<file path="src/rtl/ext_irq_pkg.sv">
package ext_irq_pkg;
  // Strobes issued by the control half to the datapath half.
  typedef struct packed {
    logic sampleEn;  // take a new pin sample this clock
    logic clrCount;  // drop any partial low-level run
  } dpCtrl_t;
endpackage

</file>
<file path="src/rtl/ext_irq_dp.sv">
module ext_irq_dp
  import ext_irq_pkg::*;
#(
  parameter int SYNC_STAGES = 2,
  parameter int LOW_SAMPLES = 4
) (
  input  logic    clk,
  input  logic    rst_n,
  input  logic    irqPinN,
  input  dpCtrl_t ctrl,
  output logic    fallSeen,
  output logic    levelQual
);
  localparam int CNT_W = $clog2(LOW_SAMPLES + 1);
  localparam logic [CNT_W-1:0] CNT_MAX = CNT_W'(LOW_SAMPLES);

  logic [SYNC_STAGES-1:0] syncQ;
  logic syncPin;
  logic smpQ;
  logic [CNT_W-1:0] lowCnt;

  // Synchroniser chain, idle value high.
  generate
    for (genvar i = 0; i < SYNC_STAGES; i++) begin : g_sync
      if (i == 0) begin : g_first
        always_ff @(posedge clk or negedge rst_n)
          if (!rst_n) syncQ[0] <= 1'b1;
          else        syncQ[0] <= irqPinN;
      end else begin : g_next
        always_ff @(posedge clk or negedge rst_n)
          if (!rst_n) syncQ[i] <= 1'b1;
          else        syncQ[i] <= syncQ[i-1];
      end
    end
  endgenerate

  assign syncPin = syncQ[SYNC_STAGES-1];

  // Registered machine-cycle sample.
  always_ff @(posedge clk or negedge rst_n)
    if (!rst_n)             smpQ <= 1'b1;
    else if (ctrl.sampleEn) smpQ <= syncPin;

  // Saturating run length of low samples.
  always_ff @(posedge clk or negedge rst_n)
    if (!rst_n)             lowCnt <= '0;
    else if (ctrl.clrCount) lowCnt <= '0;
    else if (ctrl.sampleEn) begin
      if (syncPin)               lowCnt <= '0;
      else if (lowCnt != CNT_MAX) lowCnt <= lowCnt + 1'b1;
    end

  assign levelQual = (lowCnt == CNT_MAX);
  assign fallSeen  = ctrl.sampleEn && smpQ && !syncPin;


  smp_hold_chk: assert property (@(posedge clk) disable iff (!rst_n)
    !ctrl.sampleEn |=> $stable(smpQ));

  qual_on_low_chk: assert property (@(posedge clk) disable iff (!rst_n)
    $rose(levelQual) |-> ($past(ctrl.sampleEn) && !$past(syncPin)));

  clr_drops_qual_chk: assert property (@(posedge clk) disable iff (!rst_n)
    ctrl.clrCount |=> !levelQual);
endmodule

</file>
<file path="src/rtl/ext_irq_ctrl.sv">
module ext_irq_ctrl
  import ext_irq_pkg::*;
(
  input  logic    clk,
  input  logic    rst_n,
  input  logic    edgeMode,
  input  logic    cycleStb,
  input  logic    irqAck,
  input  logic    swWrEn,
  input  logic    swWrData,
  input  logic    fallSeen,
  input  logic    levelQual,
  output dpCtrl_t dpCtrl,
  output logic    irqReq
);
  logic modeQ;
  logic flagQ;
  logic flagNext;

  always_ff @(posedge clk or negedge rst_n)
    if (!rst_n) modeQ <= 1'b0;
    else        modeQ <= edgeMode;

  always_comb begin
    dpCtrl.sampleEn = cycleStb;
    dpCtrl.clrCount = (edgeMode != modeQ);
  end

  // Precedence: software write, then acknowledge, then edge.
  always_comb begin
    flagNext = flagQ;
    if (swWrEn)                     flagNext = swWrData;
    else if (irqAck)                flagNext = 1'b0;
    else if (edgeMode && fallSeen)  flagNext = 1'b1;
  end

  always_ff @(posedge clk or negedge rst_n)
    if (!rst_n) flagQ <= 1'b0;
    else        flagQ <= flagNext;

  assign irqReq = flagQ || (!edgeMode && levelQual);


  sticky_flag_chk: assert property (@(posedge clk) disable iff (!rst_n)
    (flagQ && !irqAck && !swWrEn) |=> flagQ);

  ack_clears_chk: assert property (@(posedge clk) disable iff (!rst_n)
    (irqAck && !swWrEn) |=> !flagQ);

  sw_wins_chk: assert property (@(posedge clk) disable iff (!rst_n)
    swWrEn |=> (flagQ == $past(swWrData)));

  level_no_latch_chk: assert property (@(posedge clk) disable iff (!rst_n)
    (!edgeMode && !flagQ && !swWrEn) |=> !flagQ);
endmodule

</file>
<file path="src/rtl/ext_irq_detect.sv">
module ext_irq_detect
  import ext_irq_pkg::*;
#(
  parameter int SYNC_STAGES = 2,
  parameter int LOW_SAMPLES = 4
) (
  input  logic clk,
  input  logic rst_n,
  input  logic irqPinN,
  input  logic edgeMode,
  input  logic cycleStb,
  input  logic irqAck,
  input  logic swWrEn,
  input  logic swWrData,
  output logic irqReq
);
  dpCtrl_t dpCtrl;
  logic fallSeen;
  logic levelQual;

  ext_irq_dp #(.SYNC_STAGES(SYNC_STAGES), .LOW_SAMPLES(LOW_SAMPLES)) dp_i (
    .clk(clk), .rst_n(rst_n), .irqPinN(irqPinN), .ctrl(dpCtrl),
    .fallSeen(fallSeen), .levelQual(levelQual)
  );

  ext_irq_ctrl ctrl_i (
    .clk(clk), .rst_n(rst_n), .edgeMode(edgeMode), .cycleStb(cycleStb),
    .irqAck(irqAck), .swWrEn(swWrEn), .swWrData(swWrData),
    .fallSeen(fallSeen), .levelQual(levelQual),
    .dpCtrl(dpCtrl), .irqReq(irqReq)
  );


  reset_quiet_chk: assert property (@(posedge clk)
    $rose(rst_n) |-> !irqReq);
endmodule

</file>
<file path="config.mk">
export PLATFORM = sky130hd
export DESIGN_NAME = ext_irq_detect
export DESIGN_NICKNAME = d
export VERILOG_FILES = /design/src/rtl/ext_irq_pkg.sv /design/src/rtl/ext_irq_dp.sv /design/src/rtl/ext_irq_ctrl.sv /design/src/rtl/ext_irq_detect.sv
export SDC_FILE = /design/constraint.sdc
export NUM_CORES = 1
export LEC_CHECK = 0
export ABC_AREA = 1
export ABC_CLOCK_PERIOD_IN_PS = 2550
export BUFFER_PORTS_ARGS = -buffer_cell sky130_fd_sc_hd__buf_2
export CAP_MARGIN = 30
export CELL_PAD_IN_SITES_DETAIL_PLACEMENT = 2
export CELL_PAD_IN_SITES_GLOBAL_PLACEMENT = 2
export CORE_MARGIN = 8
export CORE_UTILIZATION = 29
export CTS_CLUSTER_DIAMETER = 200
export DETAILED_ROUTE_END_ITERATION = 12
export PLACE_DENSITY = 0.84
export SYNTH_ARGS = -nofsm -noshare
export SYNTH_HDL_FRONTEND = slang
export SYNTH_SLANG_ARGS = --single-unit
</file>
<file path="constraint.sdc">
create_clock -name clk -period 2.55 [get_ports clk]
set_input_delay 0.1275 -clock clk [delete_from_list [all_inputs] [get_ports clk]]
set_output_delay 0.1275 -clock clk [all_outputs]
set_load 0.02 [all_outputs]
</file>
* Yosys cells after proc, flatten, opt, wreduce, memory -nomap -nowiden *
Index checks and enable logic that the tools add are counted.

cells by class
  add/subtract/negate cells = 1
  eq/ne operators = 3
  multiplexer cells = 7
  reduce and logical (&&, ||, !) cells = 11

operators with widths
  operator                                      number
  two-way mux 3 bit                             4
  nonzero test 3 bit                            2
  logical AND 1 bit                             4
  adder 3 x 1 -> 3 bit, second input constant   1
  == test 3 bit, second input constant          1
  two-way mux 1 bit                             3
  inequality test 3 bit, second input constant  1
  zero test 1 bit                               2
  AND reduction 2 bit                           1
  nonzero test 2 bit                            1
  logical OR 1 bit                              1
  inequality test 1 bit                         1

storage, ports and cells
  register bits after elaboration = 8
  input port bits = 8
  output and inout port bits = 1
  logic and storage cells = 28

* Longest topological paths before layout *
  word-level depth = 6
  gate-level depth with buffers = 7
  depth with buffers taken out = 7

* By module *
A second synthesis with hierarchy kept.

unflattened totals
  cell total of the unflattened synthesis = 49
  area, all modules = 406.6 um^2

modules (own cells, without submodules)
  module        instances  cells each  area an instance (um^2)  sequential area each (um^2)
  ext_irq_dp    1          36          305.3                    153.9
  ext_irq_ctrl  1          13          101.3                    50.0

* Least setup slack after synthesis *
No wires, ideal clock.

  kind = register to output
  from = reg dp_i.lowCnt[0]
  to = out irqReq
  arrival time = 1161 ps
  required time = 2423 ps
  setup slack = 1262 ps
  stages on the path, launching flop included = 5
  buffers on the path = 0
  cell sequence = dfrtp_1 -> inv_1 -> ha_1 -> nand2_1 -> o21ai_0

between the ends
  word-level cells in the longest chain between the ends = 3

RTL lines
  what                      line                  text
  start: declaration        ext_irq_dp.sv:20      logic [CNT_W-1:0] lowCnt;
  start signal: assignment  ext_irq_dp.sv:50      else if (lowCnt != CNT_MAX) lowCnt <= lowCnt + 1'b1;
  == test 3 bit             ext_irq_dp.sv:53      assign levelQual = (lowCnt == CNT_MAX);
  logical AND 1 bit         ext_irq_ctrl.sv:41    assign irqReq = flagQ || (!edgeMode && levelQual);
  logical OR 1 bit          ext_irq_ctrl.sv:41
  end: declaration          ext_irq_detect.sv:15  output logic irqReq

Every way passes these cells.

* Worst setup path after layout *
Ends and elaborated chain as after synthesis.

==> flow_metrics.env <==
export IMPL_hold_ws_ns=0.0391
export IMPL_firstDrtPassIters=1
export IMPL_r2r_start="dp_i.lowCnt[0]"
export IMPL_rsz0062_at_grt="no"
export IMPL_wl_per_cell_um=13.6
export IMPL_synth_top_area_frac=0.302
export IMPL_antenna_found_initial=0
export IMPL_p_leak_nw=0.276
export IMPL_clock_sinks=8
export IMPL_min_from="edgeMode"
export IMPL_via_count=375
export IMPL_ios=9
export IMPL_std_cell_rows=13
export IMPL_start_kind="register"
export IMPL_dieArea_sq_mm=0.00289
export IMPL_cts_setup_buffers=0
export IMPL_pwr_share_clk=0.381
export IMPL_vdd_drop_max_uv=193
export IMPL_max_freq_mhz=701
export IMPL_clockBufferDepth=2
export IMPL_drc=0
export IMPL_busiest_layer="met2"
export IMPL_switchingPower_uw=72.5
export IMPL_ys_ff_latch=8
export IMPL_post_synth_num_cell_types=14
export IMPL_area_growth_pct=25.4
export IMPL_worstSkewPairLatency_ns=0.26
export IMPL_path_max_fanout=4
export IMPL_portBuffers=8
export IMPL_yosysTopAreaCell="dfrtp_1"
export IMPL_netlist_area_sq_um=414
export IMPL_met1_usage=0.104
export IMPL_status="finished clean"
export IMPL_ys_warn_count=0
export IMPL_slowest_stage="dfrtp_1"
export IMPL_path_cells="inv_1, ha_1, nand2_1, o21ai_0, buf_2"
export IMPL_drive_gt1_frac=0.269
export IMPL_critPathMaxStageDelay_ns=0.41
export IMPL_grtUsageTotal=0.0989
export IMPL_cts_resized=0
export IMPL_crit_family="flip-flops"
export IMPL_worst_ep_arrival_time_ns=1.30
export IMPL_use_met3=0.0331
export IMPL_worstPathRequired_ns=2.42
export IMPL_setup_viol=0
export IMPL_multiInputGateArea_sq_um=173
export IMPL_dieHeight_um=53.8
export IMPL_hold_buffers=2
export IMPL_grt_max_degree=9
export IMPL_final_nets=78
export IMPL_clock_skew_ns=0.00554
export IMPL_grt_pass1_wl_um=1990
export IMPL_crit_start="dp_i.lowCnt[0]"
export IMPL_use_met2=0.166
export IMPL_grt_ovfl_total=0
export IMPL_tritoncts="built"
export IMPL_initial_core_util=0.314
export IMPL_seq_area_frac_synth=0.492
export IMPL_finalHoldViolCount=0
export IMPL_p_comb_frac=0.122
export IMPL_fin_crit_sh=0.559
export IMPL_holdCritPathClass="in -> reg"
export IMPL_hpwl_um=882
export IMPL_coreArea_sq_mm=0.00132
export IMPL_via_per_inst=4.57
export IMPL_syn_num_nets=63
export IMPL_avgSynthCellArea_sq_um=7.81
export IMPL_numCtsBuffers=3
export IMPL_cap_violations=0
export IMPL_area_sequential_sq_um=204
export IMPL_tns_ns=0
export IMPL_end_kind="output port"
export IMPL_cts_htree_levels=1
export IMPL_diodes=0
export IMPL_fin_crit_ns=1.43
export IMPL_grt_pass1_vias=437
export IMPL_worst_pin_slew_ns=0.189
export IMPL_p_seq_frac=0.497
export IMPL_clockRootBuffer="clkbuf_4"
export IMPL_p_per_area_mw_per_mm2=542
export IMPL_cp_buffers_inverters=2
export IMPL_drv_slew=0
export IMPL_netlist_instances=53
export IMPL_power_internal_uw=209
export IMPL_die_width_um=53.8
export IMPL_fill_cells=167
export IMPL_relSlewSlack=0.874
export IMPL_path_clk_slew_ns=0.06
export IMPL_gp_congestion=0.705
export IMPL_drt_wl_total_um=1120
export IMPL_p_sw_frac=0.257
export IMPL_crit_type="reg -> out"
export IMPL_ys_top_cells_by_area="dfrtp_1 30%, dfstp_2 19%, nand2_1 15%"
export IMPL_antenna_left=0
export IMPL_drtIter0Drc=0
export IMPL_r2r_slack_ns=1.36
export IMPL_post_route_util=0.394
## cell families (layout without fill, tap and decap cells)
logic type                 count (synthesis)  after routing  share of synthesized area
adders and majority gates                  2              2                     0.0604
AOI/OAI and AO/OA                          3              3                     0.0362
DFF                                        8              8                      0.492
and+or+nand+nor                           30             30                      0.320
buffers and inverters                     10             24                     0.0906
## path summary, 6_finish.rpt
check                                      end  depth (start not counted)
worst max-delay path                    irqReq                          5
worst min-delay path              ctrl_i.modeQ                          1
worst max register to register  dp_i.lowCnt[0]                          7
worst min register to register    dp_i.syncPin                          0
max in group asynchronous        dp_i.syncQ[0]                          2
min in group asynchronous       dp_i.lowCnt[0]                          2
## sequential cells by signal (all words and copies together), names as in the netlist
name and cells:
ctrl_i.modeQ 1, dp_i.lowCnt 3, ctrl_i.flagQ 1, dp_i.syncPin 1
dp_i.syncQ 1, dp_i.smpQ 1
## synth_stat cells (all sizes together)
master  count
a21oi       1
dfrtp       5
dfstp       3
ha          2
inv        10
nand2      17
nand3       6
nand4       1
nor2        6
o21ai       2
## metrics by stage
| step | power (mW) | cells | area (sq um) | setup WS (ns) |
|---|---|---|---|---|
| after CTS | 0.289 | 82 | 519 | 1.09 |
| after floorplan | 0.158 | 53 | 414 | 1.26 |
| after global routing | 0.304 | 82 | 519 | 0.955 |
| after detailed placement | 0.174 | 76 | 473 | 1.38 |
| final | 0.282 | 82 | 519 | 1.12 |
| after global placement | 0.173 | 76 | 473 | 1.40 |
## routing by layer
layer  vias to the layer above  part of all wire
met5                         -                 0
met2                         5              0.54
met4                         0            0.0036
met3                         2             0.018
li1                        191                 -
met1                       177              0.43
## power by group through the flow
stage	clock [mW]	combinational (mW)	sequential, mW
2_1_floorplan	0	0.0170	0.141
3_3_place_gp	0	0.0307	0.142
3_5_place_dp	0	0.0320	0.142
4_1_cts	0.114	0.0349	0.140
5_1_grt	0.123	0.0397	0.141
6_report	0.107	0.0345	0.140
## placed cells by master, fill, tap and decap left out
cell            n
a21oi_1         1
clkbuf_4        3
inv_1           9
inv_2           1
clkbuf_1        1
o21ai_0         2
dlygate4sd3_1   2
nand2_1        16
nand4_1         1
buf_2           8
nand2_2         1
dfrtp_1         5
nor2_1          5
ha_1            2
nor2_2          1
dfstp_2         3
nand3_2         1
nand3_1         5
## cell type report
cell class                      count  share of cell area
Clock buffer                        4              0.0506
Inverter                           10              0.0723
Multi-Input combinational cell     35               0.333
Sequential cell                     8               0.393
Tap cell                           15              0.0361
Timing Repair Buffer               10               0.116
No activity file was read; power rests on OpenSTA's default activity.
